[config.mk]
export PLATFORM = sky130hd
export DESIGN_NAME = dual_ctl_counter
export DESIGN_NICKNAME = d
export VERILOG_FILES = /design/src/rtl/dual_ctl_counter_pkg.sv /design/src/rtl/dual_ctl_counter_rst_sync.sv /design/src/rtl/dual_ctl_counter_decode.sv /design/src/rtl/dual_ctl_counter_toggle.sv /design/src/rtl/dual_ctl_counter.sv
export SDC_FILE = /design/constraint.sdc
export NUM_CORES = 1
export LEC_CHECK = 0
export BUFFER_PORTS_ARGS = -buffer_cell sky130_fd_sc_hd__buf_2
export CAP_MARGIN = 20
export CORE_AREA = 3 3 40 42
export DETAILED_ROUTE_END_ITERATION = 10
export DIE_AREA = 0 0 43 45
export SYNTH_ARGS = -nofsm -noshare
export SYNTH_HDL_FRONTEND = slang
export SYNTH_SLANG_ARGS = --single-unit
[constraint.sdc]
create_clock -name clk -period 1 [get_ports clk]
set_input_delay 0.2 -clock clk [delete_from_list [all_inputs] [get_ports clk]]
set_output_delay 0.2 -clock clk [all_outputs]
set_load 0.03 [all_outputs]
[src/rtl/dual_ctl_counter_pkg.sv]
package dual_ctl_counter_pkg;

  typedef enum logic [1:0] {
    MODE_HOLD = 2'b00,
    MODE_DOWN = 2'b01,
    MODE_UP   = 2'b10,
    MODE_BAD  = 2'b11
  } cnt_mode_e;

endpackage

[src/rtl/dual_ctl_counter_rst_sync.sv]
module dual_ctl_counter_rst_sync #(
  parameter int STAGES = 2
) (
  input  logic clk,
  input  logic arst_n,
  output logic srst_n
);

  logic [STAGES-1:0] sync_q;

  always_ff @(posedge clk or negedge arst_n) begin
    if (!arst_n) begin
      sync_q <= '0;
    end else begin
      sync_q <= {sync_q[STAGES-2:0], 1'b1};
    end
  end

  assign srst_n = sync_q[STAGES-1];

endmodule

[src/rtl/dual_ctl_counter_decode.sv]
module dual_ctl_counter_decode
  import dual_ctl_counter_pkg::*;
(
  input  logic      up_req,
  input  logic      dn_req,
  output cnt_mode_e mode,
  output logic      bad_ctl
);

  always_comb begin
    unique case ({up_req, dn_req})
      2'b10:   mode = MODE_UP;
      2'b01:   mode = MODE_DOWN;
      2'b11:   mode = MODE_BAD;
      default: mode = MODE_HOLD;
    endcase
  end

  assign bad_ctl = (mode == MODE_BAD);

endmodule

[src/rtl/dual_ctl_counter_toggle.sv]
module dual_ctl_counter_toggle #(
  parameter int WIDTH = 3
) (
  input  logic [WIDTH-1:0] cur,
  input  logic             go_up,
  input  logic             go_dn,
  output logic [WIDTH-1:0] flip
);

  // all_hi[i]: bits below i all one; all_lo[i]: bits below i all zero
  logic [WIDTH:0] all_hi;
  logic [WIDTH:0] all_lo;

  assign all_hi[0] = 1'b1;
  assign all_lo[0] = 1'b1;

  for (genvar i = 0; i < WIDTH; i++) begin : g_bit
    assign all_hi[i+1] = all_hi[i] & cur[i];
    assign all_lo[i+1] = all_lo[i] & ~cur[i];
    assign flip[i]     = (go_up & all_hi[i]) | (go_dn & all_lo[i]);
  end

endmodule

[src/rtl/dual_ctl_counter.sv]
module dual_ctl_counter
  import dual_ctl_counter_pkg::*;
#(
  parameter int WIDTH = 3
) (
  input  logic             clk,
  input  logic             rst_n,
  input  logic             cnt_up_i,
  input  logic             cnt_dn_i,
  output logic [WIDTH-1:0] count_o,
  output logic             ctl_err_o
);

  localparam logic [WIDTH-1:0] ONE = WIDTH'(1);

  logic             srst_n;
  cnt_mode_e        mode;
  logic             go_up;
  logic             go_dn;
  logic             cnt_en;
  logic [WIDTH-1:0] flip;
  logic [WIDTH-1:0] cnt_q;
  logic [WIDTH-1:0] cnt_d;

  dual_ctl_counter_rst_sync #(.STAGES(2)) u_rst_sync (
    .clk    (clk),
    .arst_n (rst_n),
    .srst_n (srst_n)
  );

  dual_ctl_counter_decode u_decode (
    .up_req  (cnt_up_i),
    .dn_req  (cnt_dn_i),
    .mode    (mode),
    .bad_ctl (ctl_err_o)
  );

  assign go_up  = (mode == MODE_UP);
  assign go_dn  = (mode == MODE_DOWN);
  assign cnt_en = go_up | go_dn;

  dual_ctl_counter_toggle #(.WIDTH(WIDTH)) u_toggle (
    .cur   (cnt_q),
    .go_up (go_up),
    .go_dn (go_dn),
    .flip  (flip)
  );

  always_comb begin
    cnt_d = cnt_q ^ flip;
  end

  always_ff @(posedge clk or negedge srst_n) begin
    if (!srst_n) begin
      cnt_q <= '0;
    end else if (cnt_en) begin
      cnt_q <= cnt_d;
    end
  end

  assign count_o = cnt_q;


  up_step_chk: assert property (@(posedge clk) disable iff (!srst_n)
    (cnt_up_i && !cnt_dn_i) |=> (count_o == $past(count_o) + ONE));


  dn_step_chk: assert property (@(posedge clk) disable iff (!srst_n)
    (!cnt_up_i && cnt_dn_i) |=> (count_o == $past(count_o) - ONE));


  idle_hold_chk: assert property (@(posedge clk) disable iff (!srst_n)
    (!cnt_up_i && !cnt_dn_i) |=> $stable(count_o));


  bad_hold_chk: assert property (@(posedge clk) disable iff (!srst_n)
    ctl_err_o |=> $stable(count_o));


  bad_flag_chk: assert property (@(posedge clk) disable iff (!rst_n)
    ctl_err_o == (cnt_up_i && cnt_dn_i));


  always @(posedge clk) begin
    if (!rst_n) begin
      clr_zero_chk: assert (count_o == '0);
    end
  end


  rel_hold_chk: assert property (@(posedge clk) disable iff (!rst_n)
    !srst_n |=> (count_o == '0));


  lsb_flip_chk: assert property (@(posedge clk) disable iff (!srst_n)
    (cnt_up_i ^ cnt_dn_i) |=> (count_o[0] != $past(count_o[0])));

endmodule

## After elaboration in Yosys (flattened, before gate mapping)

Index checks and enable logic that the tools add are counted.

| storage, ports and cells | value |
|---|---|
| flip-flop bits (word level) | 5 |
| word-level logic and storage cells | 21 |
| latch bits | 0 |
| input port bits | 4 |
| RAM bits | 0 |
| memories | 0 |
| bits in read-only memories | 0 |
| output and inout bits | 4 |

| cells by class | value |
|---|---|
| $add $sub $neg | 0 |
| muxes and demuxes | 1 |
| equality and inequality tests | 6 |
| div/mod/pow operators | 0 |
| reduce and logical (&&, ||, !) cells | 0 |
| multiply operators | 0 |
| shifts and indexed selects | 0 |
| bitwise operators | 12 |
| magnitude comparators | 0 |

Operators by type and width:

| operator | number |
|---|---|
| 2-bit == test, second input constant | 4 |
| 1-bit AND | 6 |
| 2-bit case mux with 3 select lines | 1 |
| 2-bit by 1-bit == test with 1-bit output, second input constant | 2 |
| 1-bit OR | 3 |
| 3-bit XOR | 1 |
| 1-bit inverter | 2 |

## Longest topological paths before layout

| depth | value |
|---|---|
| word-level depth | 6 |
| depth in mapped cells | 5 |
| mapped depth without buffers | 5 |

## Hierarchy

Synthesis repeated with hierarchy kept, for this count alone.

| unflattened totals | value |
|---|---|
| cell total of the unflattened synthesis | 25 |
| area total of the unflattened synthesis | 269.0 um^2 |

By module, submodules not included:

| module | instances | cells an instance | area an instance (um^2) |
|---|---|---|---|
| dual_ctl_counter | 1 | 13 | 160.2 |
| dual_ctl_counter_rst_sync | 1 | 3 | 53.8 |
| dual_ctl_counter_toggle | 1 | 6 | 41.3 |
| dual_ctl_counter_decode | 1 | 3 | 13.8 |

## Worst setup path before layout

No wires, ideal clock.

| path | value |
|---|---|
| kind | reg2reg |
| from | register cnt_q[0], in the netlist count_o[0] |
| to | register cnt_q[2], in the netlist count_o[2] |
| setup slack | -300 ps |
| cell stages (with the launch flop) | 4 |
| path buffers | 0 |
| data arrival time | 1220 ps |
| cells stage by stage | dfrtp_1 or3b_1 a21oi_2 xor2_1 |

| on the way | value |
|---|---|
| word-level cells in the longest chain between the ends | 5 |
| elaborated cells between the ends (all ways) | 7 |
| classes of those cells | bitwise (7) |

RTL lines:

| what | line | text |
|---|---|---|
| start: declaration | dual_ctl_counter.sv:22 | `logic [WIDTH-1:0] cnt_q;` |
| start signal: assignment | dual_ctl_counter.sv:57 | `cnt_q <= cnt_d;` |
| 1-bit inverter | dual_ctl_counter_toggle.sv:19 | `assign all_lo[i+1] = all_lo[i] & ~cur[i];` |
| 1-bit AND | dual_ctl_counter_toggle.sv:19 |  |
| 1-bit AND | dual_ctl_counter_toggle.sv:20 | `assign flip[i] = (go_up & all_hi[i]) \| (go_dn & all_lo[i]);` |
| 1-bit OR (*) | dual_ctl_counter_toggle.sv:20 |  |
| 3-bit XOR (*) | dual_ctl_counter.sv:50 | `cnt_d = cnt_q ^ flip;` |

Mark *: on every way between the ends. The rest lies on a longest branch, timed or not.
A chain may end at the register's enable or synchronous reset.

## Worst setup path in the final report

| path | value |
|---|---|
| from | register cnt_q[1], in the netlist count_o[1] |
| to | register cnt_q[2], in the netlist count_o[2] |

The elaborated chain is that of the path after synthesis.

==> impl_metrics.toml <==
[run_status]
outcome = "complete, but fails checks"
violations = "negative setup slack"

[pwr]
peakVddDrop_uv = 736
p_per_area_nw_per_um2 = 2800
p_leak_nw = 0.198
finalPower_mw = 1.09

[worst_setup_path]
required_ns = 1.15
cp_num_buf_inv = 0
endpoint_kind = "flip-flop"
worstSetupStartpoint = "count_o[1]"
cp_max_fo = 2
startpoint_type = "flip-flop"
arrival_ns = 1.30
r2r_slack_ns = -0.15
critPathSlowestCell = "dfrtp_2"
path_depth = 3
r2r_cells = 3
crit_chain = "or3b_1 > a21oi_2 > xor2_1"
rr_endpoint = "count_o[2]"
critPathKind = "reg -> reg"
r2r_start = "count_o[1]"
crit_path_max_incr_delay_ns = 0.39
endpoint = "count_o[2]"
critical_path.top_delay_family = "flip-flops"

[logic_synthesis]
synth.ff_latch_count = 5
synth_area_per_cell_um2 = 12.4
synth_xor_area_share_pct = 11.1
synthSimpleGateAreaFrac_pct = 7.41
netlist.area_leader.share_pct = 52.9
syn-cell-area_um2 = 236
synth_fa_ha_area_share_pct = 15.9
muxShareOfSynthArea_pct = 4.23
yosysUniqueCellTypes = 11
synth_top_family_by_area = "adder cells"
syn-num-nets = 26
synth_compound_area_share_pct = 3.70
synthTopCellsByArea = "dfrtp_1 (53%), ha_1 (16%), xor2_1 (7.4%), mux2i_1 (4.2%), a21oi_2 (3.7%)"
yosysSeqAreaShare_pct = 52.9
synth_top_cell_by_area = "dfrtp_1"
syn_inst = 19
ys_warn_count = 0

[global_route]
grt.total_usage_pct = 5.85
grt_pass1_wl_um = 765
grt_pass1_vias = 209
grtUsageMet1_pct = 5.37
grt_overflow = 0
top_usage_layer = "met2"
use_met3_pct = 2.79
grt_antenna_before_repair = 0
grt_max_degree = 4
use_met2_pct = 8.68

[floorplan]
core_area_um2 = 1280
dieArea_um2 = 1940
fp.dieW_um = 43
rows = 13
initial_core_util_pct = 18.4
die_h_um = 45
io-pin-count = 8

[clocking]
cts_tree = "done"
root_buffer = "clkbuf_4"
cts.sinks = 5
h-tree-depth = 1
cts_made_buffers = 3
clkLatencyLatePin_ns = 0.23
cts.clk_slew.worst_paths_ns = 0.04
ctsLongestPathBuffers = 2

[routing]
drt-initial-drc-count = 0
detail-route-antenna-nets = 0
detail_route.wl_per_cell_um = 8.31
detail_route.first_pass.iterations = 1
routed_wl_um = 424
via_per_inst = 3.61
drc = 0
num_vias = 184

[sta]
slew_violations = 0
fmax_mhz = 867
rsz0062_at_grt = "yes"
finalSetupViolCount = 3
finClkSkew_ns = 0.00141
layout_min_cycle_time_ns = 1.15
hold_viol_final = 0
finalCritPeriodShare_pct = 115
setup_ws_ns = -0.153

[worst_hold_path]
hp-class = "reg -> async"

[finish]
nNetsFinal = 44
final_layout_size_suffix_gt1_share_pct = 50.0
synthToLayoutAreaGrowth_pct = 64.6
multi_input_area_um2 = 104
antenna_cells = 0
stdcell_count = 51
fill_cells = 142
regArea_um2 = 128

[job]
cap_viol_max_count = 0

[placed_design]
placed_cells = 45
place_congestion = 0.610
port_buffers = 7
post-dp-hpwl_um = 361
-- Yosys cell counts, drive strengths merged --
master / instances
a21oi: 1
conb: 1
dfrtp: 5
ha: 3
inv: 2
mux2i: 1
nand3: 1
nor2: 1
or3b: 1
xnor2: 1
xor2: 2
-- repair_timing --
item                                    CTS  global route
pin swaps                                 3             2
hold buffers                              1             0
hold endpoints to repair                  2             0
gates resized for setup                   7             0
endpoints found under the setup margin    5             5
setup buffers                             1             0
-- layout by cell type (no fill, tap or decap), drive strengths merged --
cell / instances
xor2: 2
clkbuf: 4
or3b: 1
mux2i: 1
dfrtp: 5
dlygate4sd3: 1
ha: 3
buf: 12
nor2: 1
conb: 1
xnor2: 1
inv: 2
a21oi: 1
nand3: 1
-- where the power goes --
part / internal (mW) / switching (mW)
combinational: 0.278 / 0.268
sequential: 0.279 / 0.0436
clock: 0.150 / 0.0734
-- how the worst min path moves through the flow --
| stage | from | endpoint | slack (ns) | cells after the start |
|---|---|---|---|---|
| global route | u_rst_sync.sync_q[1] | count_o[2] | 0.05 | 0 |
| CTS | u_rst_sync.sync_q[1] | count_o[1] | 0.05 | 0 |
| detailed placement | rst_n | u_rst_sync.sync_q[1] | -0.01 | 1 |
| floorplan | rst_n | u_rst_sync.sync_q[0] | -0.1 | 0 |
| finish | u_rst_sync.sync_q[1] | count_o[1] | 0.04 | 0 |
| global placement | rst_n | u_rst_sync.sync_q[0] | -0.01 | 1 |
-- cell families (layout without fill, tap and decap cells) --
logic type,Yosys count,after routing
AND/OR/NAND/NOR,3,3
multiplexers,1,1
XOR/XNOR,3,3
AO/OA/AOI/OAI,1,1
buffers and inverters,2,19
other,1,1
flip-flops,5,5
adder cells (fa/ha/maj),3,3
-- cell type report --
type                       instances  share of cell area [%]
inverter                           2                    1.93
tap                               15                    4.82
sequential                         5                    32.8
multi-input combinational         12                    26.7
timing repair buffer              13                    27.0
clock buffer                       4                    6.75
-- flip-flops by register name, summed over array words and instances (netlist names) --
register           count
count_o                3
u_rst_sync.sync_q      2
-- per-layer routing --
layer | routed length, um | vias to the layer above
li1 | - | 94
met1 | 186 | 82
met2 | 199 | 8
met3 | 39 | 0
met4 | 0 | 0
met5 | 0 | -
-- through the flow --
stage / instance area (um2) / util, % / TNS [ns] / worst slack (ns) / hold WS (ns)
after floorplan: 239 / - / -0.214 / -0.214 / -0.0956
after global placement: 323 / 25.1 / -0.348 / -0.245 / -0.0138
after detailed placement: 323 / 25.1 / -0.361 / -0.264 / -0.0122
after CTS: 389 / 30.3 / -0.375 / -0.158 / 0.0455
after global routing: 389 / 30.3 / -0.528 / -0.205 / 0.0487
final: 389 / 30.3 / -0.327 / -0.153 / 0.0385
Power figures use the tool's default switching activity.
